[config.mk]
export PLATFORM = sky130hd
export DESIGN_NAME = atten_bus_master
export DESIGN_NICKNAME = d
export VERILOG_FILES = /design/src/rtl/atten_bus_pkg.sv /design/src/rtl/atten_frame_fmt.sv /design/src/rtl/atten_interval_timer.sv /design/src/rtl/atten_shifter.sv /design/src/rtl/atten_bus_master.sv
export SDC_FILE = /design/constraint.sdc
export NUM_CORES = 1
export LEC_CHECK = 0
export ABC_AREA = 1
export BUFFER_PORTS_ARGS = -buffer_cell sky130_fd_sc_hd__buf_2
export CORE_MARGIN = 2
export CORE_UTILIZATION = 61
export CTS_BUF_LIST = sky130_fd_sc_hd__clkbuf_8
export DETAILED_ROUTE_END_ITERATION = 16
export PLACE_DENSITY = 0.85
export SYNTH_ARGS = -nofsm -noshare
export SYNTH_HDL_FRONTEND = slang
export SYNTH_SLANG_ARGS = --single-unit
[constraint.sdc]
create_clock -name clk -period 4.15 [get_ports clk]
set_clock_uncertainty 0.05 [all_clocks]
set_input_delay 0.415 -clock clk [delete_from_list [all_inputs] [get_ports clk]]
set_output_delay 0.415 -clock clk [all_outputs]
set_load 0.01 [all_outputs]
[src/rtl/atten_bus_pkg.sv]
package atten_bus_pkg;

    localparam int FRAME_W = 16;
    localparam int ADDR_W  = 3;
    localparam int CODE_W  = 6;

    // word layout, lowest field is shifted out first
    typedef struct packed {
        logic [FRAME_W-ADDR_W-CODE_W-3:0] addr_pad;
        logic [ADDR_W-1:0]                addr;
        logic                             spare_hi;
        logic [CODE_W-1:0]                code;
        logic                             spare_lo;
    } frame_t;

    typedef enum logic [2:0] {
        ST_IDLE  = 3'd0,
        ST_LOW   = 3'd1,
        ST_HIGH  = 3'd2,
        ST_GAP   = 3'd3,
        ST_PULSE = 3'd4
    } bus_state_t;

    function automatic frame_t make_frame(input logic [ADDR_W-1:0] addr,
                                          input logic [CODE_W-1:0] code);
        frame_t f;
        f.addr_pad = '0;
        f.addr     = addr;
        f.spare_hi = 1'b0;
        f.code     = code;
        f.spare_lo = 1'b0;
        return f;
    endfunction

    function automatic int max3(input int a, input int b, input int c);
        int m;
        m = (a > b) ? a : b;
        return (m > c) ? m : c;
    endfunction

endpackage

[src/rtl/atten_frame_fmt.sv]
module atten_frame_fmt
    import atten_bus_pkg::*;
(
    input  logic [ADDR_W-1:0]  addr,
    input  logic [CODE_W-1:0]  code,
    output logic [FRAME_W-1:0] frame
);

    frame_t f;

    always_comb begin
        f     = make_frame(addr, code);
        frame = f;
    end

endmodule

[src/rtl/atten_interval_timer.sv]
module atten_interval_timer #(
    parameter int LOAD_MAX = 3
) (
    input  logic clk,
    input  logic rst,
    input  logic load,
    input  logic [((LOAD_MAX < 2) ? 1 : $clog2(LOAD_MAX + 1))-1:0] load_val,
    output logic expire
);

    localparam int CNT_W = (LOAD_MAX < 2) ? 1 : $clog2(LOAD_MAX + 1);

    logic [CNT_W-1:0] cnt;

    always_ff @(posedge clk) begin
        if (rst) begin
            cnt <= '0;
        end else if (load) begin
            cnt <= load_val;
        end else if (cnt != '0) begin
            cnt <= cnt - 1'b1;
        end
    end

    assign expire = (cnt == '0);

    p_cnt_in_range_r4: assert property (@(posedge clk) disable iff (rst)
        cnt <= CNT_W'(LOAD_MAX));

endmodule

[src/rtl/atten_shifter.sv]
module atten_shifter
    import atten_bus_pkg::*;
(
    input  logic               clk,
    input  logic               rst,
    input  logic               load,
    input  logic [FRAME_W-1:0] frame,
    input  logic               shift,
    output logic               bit_out,
    output logic               last_bit
);

    localparam int IDX_W = $clog2(FRAME_W);

    logic [FRAME_W-1:0] shreg;
    logic [IDX_W-1:0]   idx;

    always_ff @(posedge clk) begin
        if (rst) begin
            shreg <= '0;
            idx   <= '0;
        end else if (load) begin
            shreg <= frame;
            idx   <= '0;
        end else if (shift) begin
            shreg <= shreg >> 1;
            idx   <= idx + 1'b1;
        end
    end

    assign bit_out  = shreg[0];
    assign last_bit = (idx == IDX_W'(FRAME_W - 1));

    p_no_shift_past_end_r1: assert property (@(posedge clk) disable iff (rst)
        (shift && !load) |-> !last_bit);

endmodule

[src/rtl/atten_bus_master.sv]
module atten_bus_master
    import atten_bus_pkg::*;
#(
    parameter int HALF_CYC  = 1,
    parameter int GAP_CYC   = 2,
    parameter int PULSE_CYC = 3
) (
    input  logic              clk,
    input  logic              rst,
    input  logic              req_valid,
    output logic              req_ready,
    input  logic [ADDR_W-1:0] req_addr,
    input  logic [CODE_W-1:0] req_code,
    output logic              bus_si,
    output logic              bus_clk,
    output logic              bus_le,
    output logic              done
);

    localparam int LOAD_MAX = max3(HALF_CYC, GAP_CYC, PULSE_CYC) - 1;
    localparam int CNT_W    = (LOAD_MAX < 2) ? 1 : $clog2(LOAD_MAX + 1);
    localparam logic [CNT_W-1:0] LD_HALF  = CNT_W'(HALF_CYC - 1);
    localparam logic [CNT_W-1:0] LD_GAP   = CNT_W'(GAP_CYC - 1);
    localparam logic [CNT_W-1:0] LD_PULSE = CNT_W'(PULSE_CYC - 1);

    bus_state_t         st, st_nx;
    logic               tmr_load, tmr_exp;
    logic [CNT_W-1:0]   tmr_val;
    logic               sh_load, sh_shift, sh_bit, sh_last;
    logic [FRAME_W-1:0] frame;
    logic               accept;
    logic               done_q;

    atten_frame_fmt u_fmt (
        .addr  (req_addr),
        .code  (req_code),
        .frame (frame)
    );

    atten_interval_timer #(.LOAD_MAX(LOAD_MAX)) u_tmr (
        .clk      (clk),
        .rst      (rst),
        .load     (tmr_load),
        .load_val (tmr_val),
        .expire   (tmr_exp)
    );

    atten_shifter u_sh (
        .clk      (clk),
        .rst      (rst),
        .load     (sh_load),
        .frame    (frame),
        .shift    (sh_shift),
        .bit_out  (sh_bit),
        .last_bit (sh_last)
    );

    assign accept = req_valid && (st == ST_IDLE);

    always_comb begin
        st_nx    = st;
        tmr_load = 1'b0;
        tmr_val  = '0;
        sh_load  = 1'b0;
        sh_shift = 1'b0;
        unique case (st)
            ST_IDLE: if (accept) begin
                st_nx    = ST_LOW;
                tmr_load = 1'b1;
                tmr_val  = LD_HALF;
                sh_load  = 1'b1;
            end
            ST_LOW: if (tmr_exp) begin
                st_nx    = ST_HIGH;
                tmr_load = 1'b1;
                tmr_val  = LD_HALF;
            end
            ST_HIGH: if (tmr_exp) begin
                tmr_load = 1'b1;
                if (sh_last) begin
                    st_nx   = ST_GAP;
                    tmr_val = LD_GAP;
                end else begin
                    st_nx    = ST_LOW;
                    tmr_val  = LD_HALF;
                    sh_shift = 1'b1;
                end
            end
            ST_GAP: if (tmr_exp) begin
                st_nx    = ST_PULSE;
                tmr_load = 1'b1;
                tmr_val  = LD_PULSE;
            end
            ST_PULSE: if (tmr_exp) begin
                st_nx = ST_IDLE;
            end
            default: st_nx = ST_IDLE;
        endcase
    end

    always_ff @(posedge clk) begin
        if (rst) begin
            st     <= ST_IDLE;
            done_q <= 1'b0;
        end else begin
            st     <= st_nx;
            done_q <= (st == ST_PULSE) && tmr_exp;
        end
    end

    assign req_ready = (st == ST_IDLE);
    assign bus_clk   = (st == ST_HIGH);
    assign bus_le    = (st == ST_PULSE);
    assign bus_si    = ((st == ST_LOW) || (st == ST_HIGH)) ? sh_bit : 1'b0;
    assign done      = done_q;

    p_idle_quiet_r2: assert property (@(posedge clk) disable iff (rst)
        req_ready |-> (!bus_clk && !bus_le && !bus_si));

    p_le_excludes_clk_r3: assert property (@(posedge clk) disable iff (rst)
        bus_le |-> !bus_clk);

    p_si_held_high_r5: assert property (@(posedge clk) disable iff (rst)
        (bus_clk && $past(bus_clk)) |-> $stable(bus_si));

    p_done_on_le_fall_r7: assert property (@(posedge clk) disable iff (rst)
        done |-> $fell(bus_le));

    p_ready_drops_r8: assert property (@(posedge clk) disable iff (rst)
        (req_valid && req_ready) |=> !req_ready);

    p_ready_returns_r8: assert property (@(posedge clk) disable iff (rst)
        $fell(bus_le) |-> req_ready);

endmodule

; After elaboration in Yosys (flattened, before gate mapping)
; Index checks and enable logic that the tools add are counted.
[word_totals]
ff_bits = 21
inputBits = 12
out_inout_bits = 5
elab_cells = 52
[op_classes]
addsub = 2
eq_ne = 10
mux = 23
reduce_logical = 11
[op_table]
columns = operator, count
row1 = $mux W11, 2
row2 = $mux W3, 5
row3 = $pmux W3 S5, 1
row4 = $mux W1, 9
row5 = $mux W2, 4
row6 = $eq A3 B2 Y1 const B, 2
row7 = $ne A2 B1 Y1 const B, 3
row8 = $reduce_bool A2 Y1, 3
row9 = $reduce_and A5 Y1, 1
row10 = $add A4 B1 Y4 const B, 1
row11 = $eq A4 B4 Y1 const B, 1
row12 = $ne A2 B2 Y1 const B, 2
row13 = $pmux W2 S2, 1
row14 = $eq A3 B1 Y1 const B, 1
row15 = $eq A3 B3 Y1 const B, 1
row16 = $logic_not A3 Y1, 1
row17 = $reduce_or A3 Y1, 1
row18 = $logic_and A1 B1 Y1, 2
row19 = $logic_not A2 Y1, 1
row20 = $pmux W1 S2, 1
row21 = $reduce_or A2 Y1, 1
row22 = $sub A2 B1 Y2 const B, 1
row23 = $logic_or A1 B1 Y1, 1

; Longest topological paths before layout
; Gate-level depths: netlist (run 1).
[depth]
ltp_word = 6
depth_mapped = 8
ltp_nobuf = 7

; Cells and area by module
; From an unflattened synthesis (run 1), not the netlist that was laid out.
[unflattened]
cells_unflattened = 230
area_unflattened_um2 = 1535.2
[by_module_without_submodules]
columns = module, n_inst, cells_each, area_each_um2, seq_area_each_um2
row1 = atten_shifter, 1, 154, 1031.0, 400.4
row2 = atten_bus_master, 1, 42, 266.5, 80.1
row3 = atten_frame_fmt, 1, 17, 123.9, 0.0
row4 = atten_interval_timer, 1, 17, 113.9, 40.0

; Least setup slack after synthesis (run 1)
; OpenSTA, ideal clock, no wires.
[synth_timing]
kind = flip-flop to flip-flop
start = register u_sh.idx[0]
end = register u_sh.idx[2]
setup_time_ns = 0.066
t_arrival_ns = 1.242
t_required_ns = 4.034
slack_ns = 2.792
stages_incl_launch_ff = 8
path_buffers = 1
synth_period_minus_slack_ns = 1.358
cell_sequence = dfxtp_1 ha_1 nand3_1 nand2_1 nor2_4 buf_6 nand3b_4 a21oi_2
[synth_between]
elab_chain_cells = 4
word_cells_on_any_way = 5
cone_classes = add/sub: 1 / eq/ne: 1 / mux: 3
[synth_rtl]
columns = item, line
row1 = "start, declared", atten_shifter.sv:16  ; logic [IDX_W-1:0] idx;
row2 = "start signal, assigned", atten_shifter.sv:27  ; idx <= idx + 1'b1;
row3 = $eq A4 B4 Y1, atten_shifter.sv:32  ; assign last_bit = (idx == IDX_W'(FRAME_W - 1));
row4 = $mux W1, atten_bus_master.sv:80  ; if (sh_last) begin
row5 = $mux W1, atten_bus_master.sv:78  ; ST_HIGH: if (tmr_exp) begin
row6 = $mux W1, atten_bus_master.sv:66  ; unique case (st)
; Parallel ways exist; a longest one is shown, timed or not.
; A chain may end at the register's enable or synchronous reset.

; Worst setup path after layout (run 1)
[layout_timing]
start = register st[0]
end = output port bus_si
[layout_between]
elab_chain_cells = 3
word_cells_on_any_way = 4
cone_classes = eq/ne: 2 / mux: 1 / reduce/logical: 1
[layout_rtl]
columns = item, line
row1 = "start, declared", atten_bus_master.sv:26  ; bus_state_t st, st_nx;
row2 = "start signal, assigned", atten_bus_master.sv:106  ; st <= st_nx;
row3 = $eq A3 B1 Y1 or $eq A3 B2 Y1 (tied branches), atten_bus_master.sv:114  ; assign bus_si = ((st == ST_LOW) || (st == ST_HIGH)) ? sh_bit : 1'b0;
row4 = $logic_or A1 B1 Y1 (*), atten_bus_master.sv:114
row5 = $mux W1 (*), atten_bus_master.sv:114
row6 = "end, declared", atten_bus_master.sv:14  ; output logic bus_si,
; Mark *: on every way between the ends. The rest lies on a longest branch, timed or not.

==> flow_metrics.env, run 1 <==
export IMPL_ys_ff_latch=21
export IMPL_synth_warnings=0
export IMPL_fin_crit_sh=0.411
export IMPL_synthDominantCellAreaShare=0.398
export IMPL_routed_via_density=5.38
export IMPL_hold_viol=0
export IMPL_max_vdd_ir_drop_mv=0.418
export IMPL_final_common_cell="nand2_1"
export IMPL_grt_usage=0.233
export IMPL_drv_cap=0
export IMPL_synth_edf_count=0
export IMPL_multi_input_area_um2=528
export IMPL_synth_area_mm2=0.00106
export IMPL_clkPwrFrac=0.193
export IMPL_worstSkewPairLatency_ns=0.26
export IMPL_cts_buffer_depth=2
export IMPL_final_cell_mix="nand2_1, nor2_1, a21oi_1"
export IMPL_p_leak_uw=0.000561
export IMPL_max_freq_ghz=0.587
export IMPL_ff2ff_path_depth=5
export IMPL_maxSlewViolCount=0
export IMPL_yosysSeqAreaShare=0.398
export IMPL_reg2reg_from="u_sh.idx[0]"
export IMPL_ys_types=25
export IMPL_total_power_uw=691
export IMPL_dieWidth_um=45.6
export IMPL_area_delta_synth_final_pct=9.83
export IMPL_final_net_count=176
export IMPL_rsz0062_at_grt="false"
export IMPL_setup_viol=0
export IMPL_cts_setup_buffers=0
export IMPL_end_kind="primary output"
export IMPL_htreeDepth=1
export IMPL_crit_type="register to primary output"
export IMPL_p_int_uw=402
export IMPL_wl_per_cell_um=11.6
export IMPL_fillers=141
export IMPL_reg2reg_to="u_sh.shreg[9]"
export IMPL_cts_tree="done"
export IMPL_p_sw_frac=0.418
export IMPL_r2r_slack_ns=2.48
export IMPL_syn_num_nets=161
export IMPL_status="completed"
export IMPL_min_to="u_sh.shreg[10]"
export IMPL_cts_root_buf="clkbuf_8"
export IMPL_worst_pin_slew_ns=0.539
export IMPL_antenna_found_initial=0
export IMPL_cp_max_fo=6
export IMPL_grt_overflow=0
export IMPL_min_from="req_addr[2]"
export IMPL_ys_flop_type="dfxtp_1"
export IMPL_crit_path_start_kind="register"
export IMPL_die_area_mm2=0.00208
export IMPL_coreArea_mm2=0.00167
export IMPL_initial_core_util=0.632
export IMPL_holdPathStages=3
export IMPL_synth_avg_cell_area_um2=7.18
export IMPL_p_sw_uw=289
export IMPL_cts_hold_buf=0
export IMPL_p_seq_frac=0.393
export IMPL_io_pins=17
export IMPL_clock_sinks=21
export IMPL_grt_max_degree=22
export IMPL_min_path_type="input pin to register"
export IMPL_p_comb_frac=0.414
export IMPL_syn_inst=147
export IMPL_first_iter_violations=13
export IMPL_num_rows=15
export IMPL_arrival_ns=1.24
export IMPL_finalCriticalPeriod_ns=1.70
export IMPL_synthArstFlopShare=0
export IMPL_relSlewSlack=0.639
export IMPL_routabilityCongestion=0.777
export IMPL_vias=958
export IMPL_clkTransAtPathRegs_ns=0.08
export IMPL_cts_buffers=3
export IMPL_regArea_um2=420
export IMPL_n_antenna_cell=0
export IMPL_hpwl_mm=1.45
export IMPL_grt_pass1_vias=860
export IMPL_cts_resized=0
export IMPL_drc=0
export IMPL_ys_top_cells_by_area="dfxtp_1, a21oi_1, nand2_1"
export IMPL_drt_first_pass_iters=4
export IMPL_layout_drive_gt1_share=0.174
export IMPL_power_density_mw_per_mm2=596
export IMPL_wl_mm=2.07
export IMPL_grt_pass1_wl_mm=3.43
export IMPL_die_height_um=45.6
export IMPL_worstPathRequired_ns=3.68
export IMPL_yosysTopAreaCell="dfxtp_1"
export IMPL_drtAntennaViolNets=0
export IMPL_io_buffer_count=16
export IMPL_fin_setup_tns_ns=0
[layout make-up]
type | count | share of cell area
Multi-Input combinational cell | 103 | 0.455
Clock buffer | 3 | 0.0356
Timing Repair Buffer | 16 | 0.0690
Tap cell | 17 | 0.0183
Sequential cell | 21 | 0.362
Inverter | 17 | 0.0550
Clock inverter | 1 | 0.00432
[layer usage]
metal	up-vias	share of wire	global-route usage
li1	505	-	-
met1	425	0.43	0.248
met2	21	0.50	0.406
met3	7	0.041	0.0476
met4	0	0.034	0.159
met5	-	0	0
[worst max-delay path by stage]
stage,startpoint,end,slack (ns),depth (start not counted)
global route,st[0],bus_si,2.29,4
global placement,u_sh.idx[0],u_sh.shreg[8],2.52,5
detailed placement,u_sh.idx[0],u_sh.shreg[9],2.48,5
CTS,st[0],bus_si,2.45,4
finish,st[0],bus_si,2.45,4
floorplan,u_sh.idx[0],u_sh.idx[2],2.79,7
[cells by family (layout without fill, tap and decap cells)]
logic type                 after synthesis  in the layout  share of synthesized area
AOI/OAI and AO/OA                       27             27                      0.134
DFF                                     21             21                      0.398
and+or+nand+nor                         73             73                      0.334
xor gates and xnor gates                 1              1                    0.00830
buffers and inverters                   23             37                      0.102
adders and majority gates                2              2                     0.0237
[cells in the mapped netlist (2+ instances only)]
cell type  number
nand2_1        24
nor2_1         23
a21oi_1        22
dfxtp_1        21
inv_1          17
nand3_1        14
o21ai_0         3
buf_2           2
buf_6           2
ha_1            2
nand3_2         2
nand4_1         2
[power by group through the flow]
| stage | clock network [µW] | registers [µW] | logic (µW) |
|---|---|---|---|
| after floorplan | 0 | 269 | 247 |
| after global placement | 0 | 274 | 272 |
| after detailed placement | 0 | 276 | 285 |
| after CTS | 134 | 272 | 288 |
| after global routing | 143 | 276 | 330 |
| final | 134 | 272 | 286 |
[worst max-delay path, cell delays in order, from the launching register on]
cell and delay [ns]:
dfxtp_1 0.43, inv_1 0.08, nor3_1 0.21, o21a_1 0.14, buf_2 0.12
[per-stage QoR]
stage	instance area [µm²]	instances	util	hold WS [ns]	setup WS (ns)
floorplan	1060	147	-	0.387	2.79
global placement	1110	174	0.667	0.400	2.52
detailed placement	1110	174	0.667	0.404	2.48
CTS	1160	178	0.694	0.380	2.45
global route	1160	178	0.694	0.394	2.29
finish	1160	178	0.694	0.382	2.45
[flip-flops by register name (all words and copies together), names as in the netlist]
signal,count
done,1
st,3
u_sh.idx,4
u_sh.shreg,11
u_tmr.cnt,2
Power figures use the tool's default switching activity.
==> inputs of run 2 (changes only) <==
--- a/config.mk
+++ b/config.mk
@@ -8,10 +8,10 @@
 export ABC_AREA = 1
 export BUFFER_PORTS_ARGS = -buffer_cell sky130_fd_sc_hd__buf_2
 export CORE_MARGIN = 2
-export CORE_UTILIZATION = 61
+export CORE_UTILIZATION = 57
 export CTS_BUF_LIST = sky130_fd_sc_hd__clkbuf_8
 export DETAILED_ROUTE_END_ITERATION = 16
-export PLACE_DENSITY = 0.85
+export PLACE_DENSITY = 0.8
 export SYNTH_ARGS = -nofsm -noshare
 export SYNTH_HDL_FRONTEND = slang
 export SYNTH_SLANG_ARGS = --single-unit
==> constraint.sdc (replaced) <==
create_clock -name clk -period 1.6 [get_ports clk]
set_clock_uncertainty 0.05 [all_clocks]
set_input_delay 0.16 -clock clk [delete_from_list [all_inputs] [get_ports clk]]
set_output_delay 0.16 -clock clk [all_outputs]
set_load 0.01 [all_outputs]
==> flow_metrics.env, run 2 (synthesis results as in run 1) <==
export IMPL_power_density_mw_per_mm2=1540
export IMPL_drtAntennaViolNets=0
export IMPL_dieWidth_um=47.0
export IMPL_crit_slowest_cell="dfxtp_1"
export IMPL_top_regs="u_sh.shreg (11), u_sh.idx (4), st (3)"
export IMPL_grt_pass1_vias=837
export IMPL_cts_hold_buf=0
export IMPL_cts_root_buf="clkbuf_8"
export IMPL_routed_via_density=4.92
export IMPL_hpwl_mm=1.50
export IMPL_cts_buffer_depth=2
export IMPL_p_seq_frac=0.372
export IMPL_first_iter_violations=21
export IMPL_htreeDepth=1
export IMPL_drc=0
export IMPL_arrival_ns=1.24
export IMPL_final_net_count=182
export IMPL_min_path_type="input pin to register"
export IMPL_grt_max_degree=19
export IMPL_rsz0062_at_grt="false"
export IMPL_layout_drive_gt1_share=0.216
export IMPL_crit_chain="nor2_2, nand2_2, inv_1, o21a_1, buf_2"
export IMPL_n_antenna_cell=0
export IMPL_final_cell_mix="nand2_1, nor2_1, a21oi_1"
export IMPL_io_buffer_count=16
export IMPL_worstPathRequired_ns=1.39
export IMPL_area_delta_synth_final_pct=18.0
export IMPL_p_sw_uw=777
export IMPL_io_pins=17
export IMPL_largest_reg_flops=11
export IMPL_cts_buffers=3
export IMPL_die_area_mm2=0.00221
export IMPL_max_vdd_ir_drop_mv=1.71
export IMPL_initial_core_util=0.612
export IMPL_routabilityCongestion=0.795
export IMPL_worstSkewPairLatency_ns=0.27
export IMPL_design_area_mm2=0.00125
export IMPL_cp_max_fo=5
export IMPL_drt_first_pass_iters=4
export IMPL_clkPwrFrac=0.188
export IMPL_status="completed"
export IMPL_relSlewSlack=0.833
export IMPL_hold_viol=0
export IMPL_grt_overflow=0
export IMPL_wl_mm=2.06
export IMPL_crit_type="register to primary output"
export IMPL_clock_sinks=21
export IMPL_die_height_um=47.0
export IMPL_cpPeakStageDelay_ns=0.42
export IMPL_antenna_found_initial=0
export IMPL_num_rows=15
export IMPL_finalCriticalPeriod_ns=1.45
export IMPL_largest_register="u_sh.shreg"
export IMPL_drv_cap=0
export IMPL_setup_viol=0
export IMPL_worst_pin_slew_ns=0.249
export IMPL_grt_usage=0.224
export IMPL_clkTransAtPathRegs_ns=0.08
export IMPL_fin_crit_sh=0.907
export IMPL_crit_path_start_kind="register"
export IMPL_p_int_uw=1140
export IMPL_max_freq_ghz=0.689
export IMPL_p_sw_frac=0.405
export IMPL_wl_per_cell_um=10.7
export IMPL_fin_setup_tns_ns=0
export IMPL_coreArea_mm2=0.00173
export IMPL_maxSlewViolCount=0
export IMPL_end_kind="primary output"
export IMPL_cts_tree="done"
export IMPL_grt_pass1_wl_mm=3.39
export IMPL_final_common_cell="nand2_1"
export IMPL_p_comb_frac=0.440
export IMPL_vias=945
export IMPL_p_leak_uw=0.000591
export IMPL_place_area_mm2=0.00118
## run 2: changes by cell type in the layout (fill, tap and decap cells not counted), sizes merged
| cell | delta |
|---|---|
| buf | +6 |
| clkinv | -1 |
| clkinvlp | +1 |
## run 2: area by class of cell
cell class,count,area [µm²]
repair buffers,22,150
flip-flops and latches,21,422
clock inverters,1,7.51
multi-input cells,103,531
inverters,17,63.8
well taps,25,31.3
fillers,146,480
clock buffers,3,41.3
## run 2: metrics by stage
step                cells  hold slack [ns]  setup slack, ns  total power [µW]  utilization
floorplan             147            0.187            0.242              1340            -
global placement      186            0.405            0.176              1510        0.683
detailed placement    186            0.409            0.120              1540        0.683
CTS                   190            0.126            0.105              1900        0.711
global route          192            0.152           0.0404              2070        0.722
finish                192            0.120            0.149              1920        0.722
## run 2: critical path: cells and delay by family (launching register included)
family | cells | cell delay (ns)
DFF | 1 | 0.42
buffers and inverters | 2 | 0.19
and+or+nand+nor | 2 | 0.18
AOI/OAI and AO/OA | 1 | 0.18
## run 2: power by group through the flow
| stage | sequential (µW) | combinational (µW) | clock [µW] |
|---|---|---|---|
| after global placement | 713 | 797 | 0 |
| after detailed placement | 719 | 823 | 0 |
| after global routing | 725 | 953 | 388 |
| after CTS | 708 | 825 | 369 |
| after floorplan | 698 | 640 | 0 |
| final | 713 | 844 | 360 |
## run 2: timing repair
item | CTS | global route
setup buffers | 0 | 2
endpoints found under the hold margin | 0 | 0
endpoints found under the setup margin | 0 | 4
resized for setup | 0 | 2
## run 2: path summary, 6_finish.rpt
path                     to  depth (start not counted)  slack, ns     startpoint
max reg2reg   u_sh.shreg[3]                          7       0.16    u_sh.idx[0]
max                  bus_si                          5       0.15          st[2]
min reg2reg   u_sh.shreg[0]                          2       0.43  u_sh.shreg[0]
min          u_sh.shreg[10]                          3       0.12    req_addr[2]
## run 2: metal layers
metal  share of wire  vias to the layer above  GRT usage  wire length (µm)
met5               0                        -          0                 0
met4           0.011                        0     0.0889                22
met3           0.037                        2      0.100                76
met2            0.49                       11      0.345              1000
met1            0.47                      417      0.273               963
li1                -                      515          -                 -
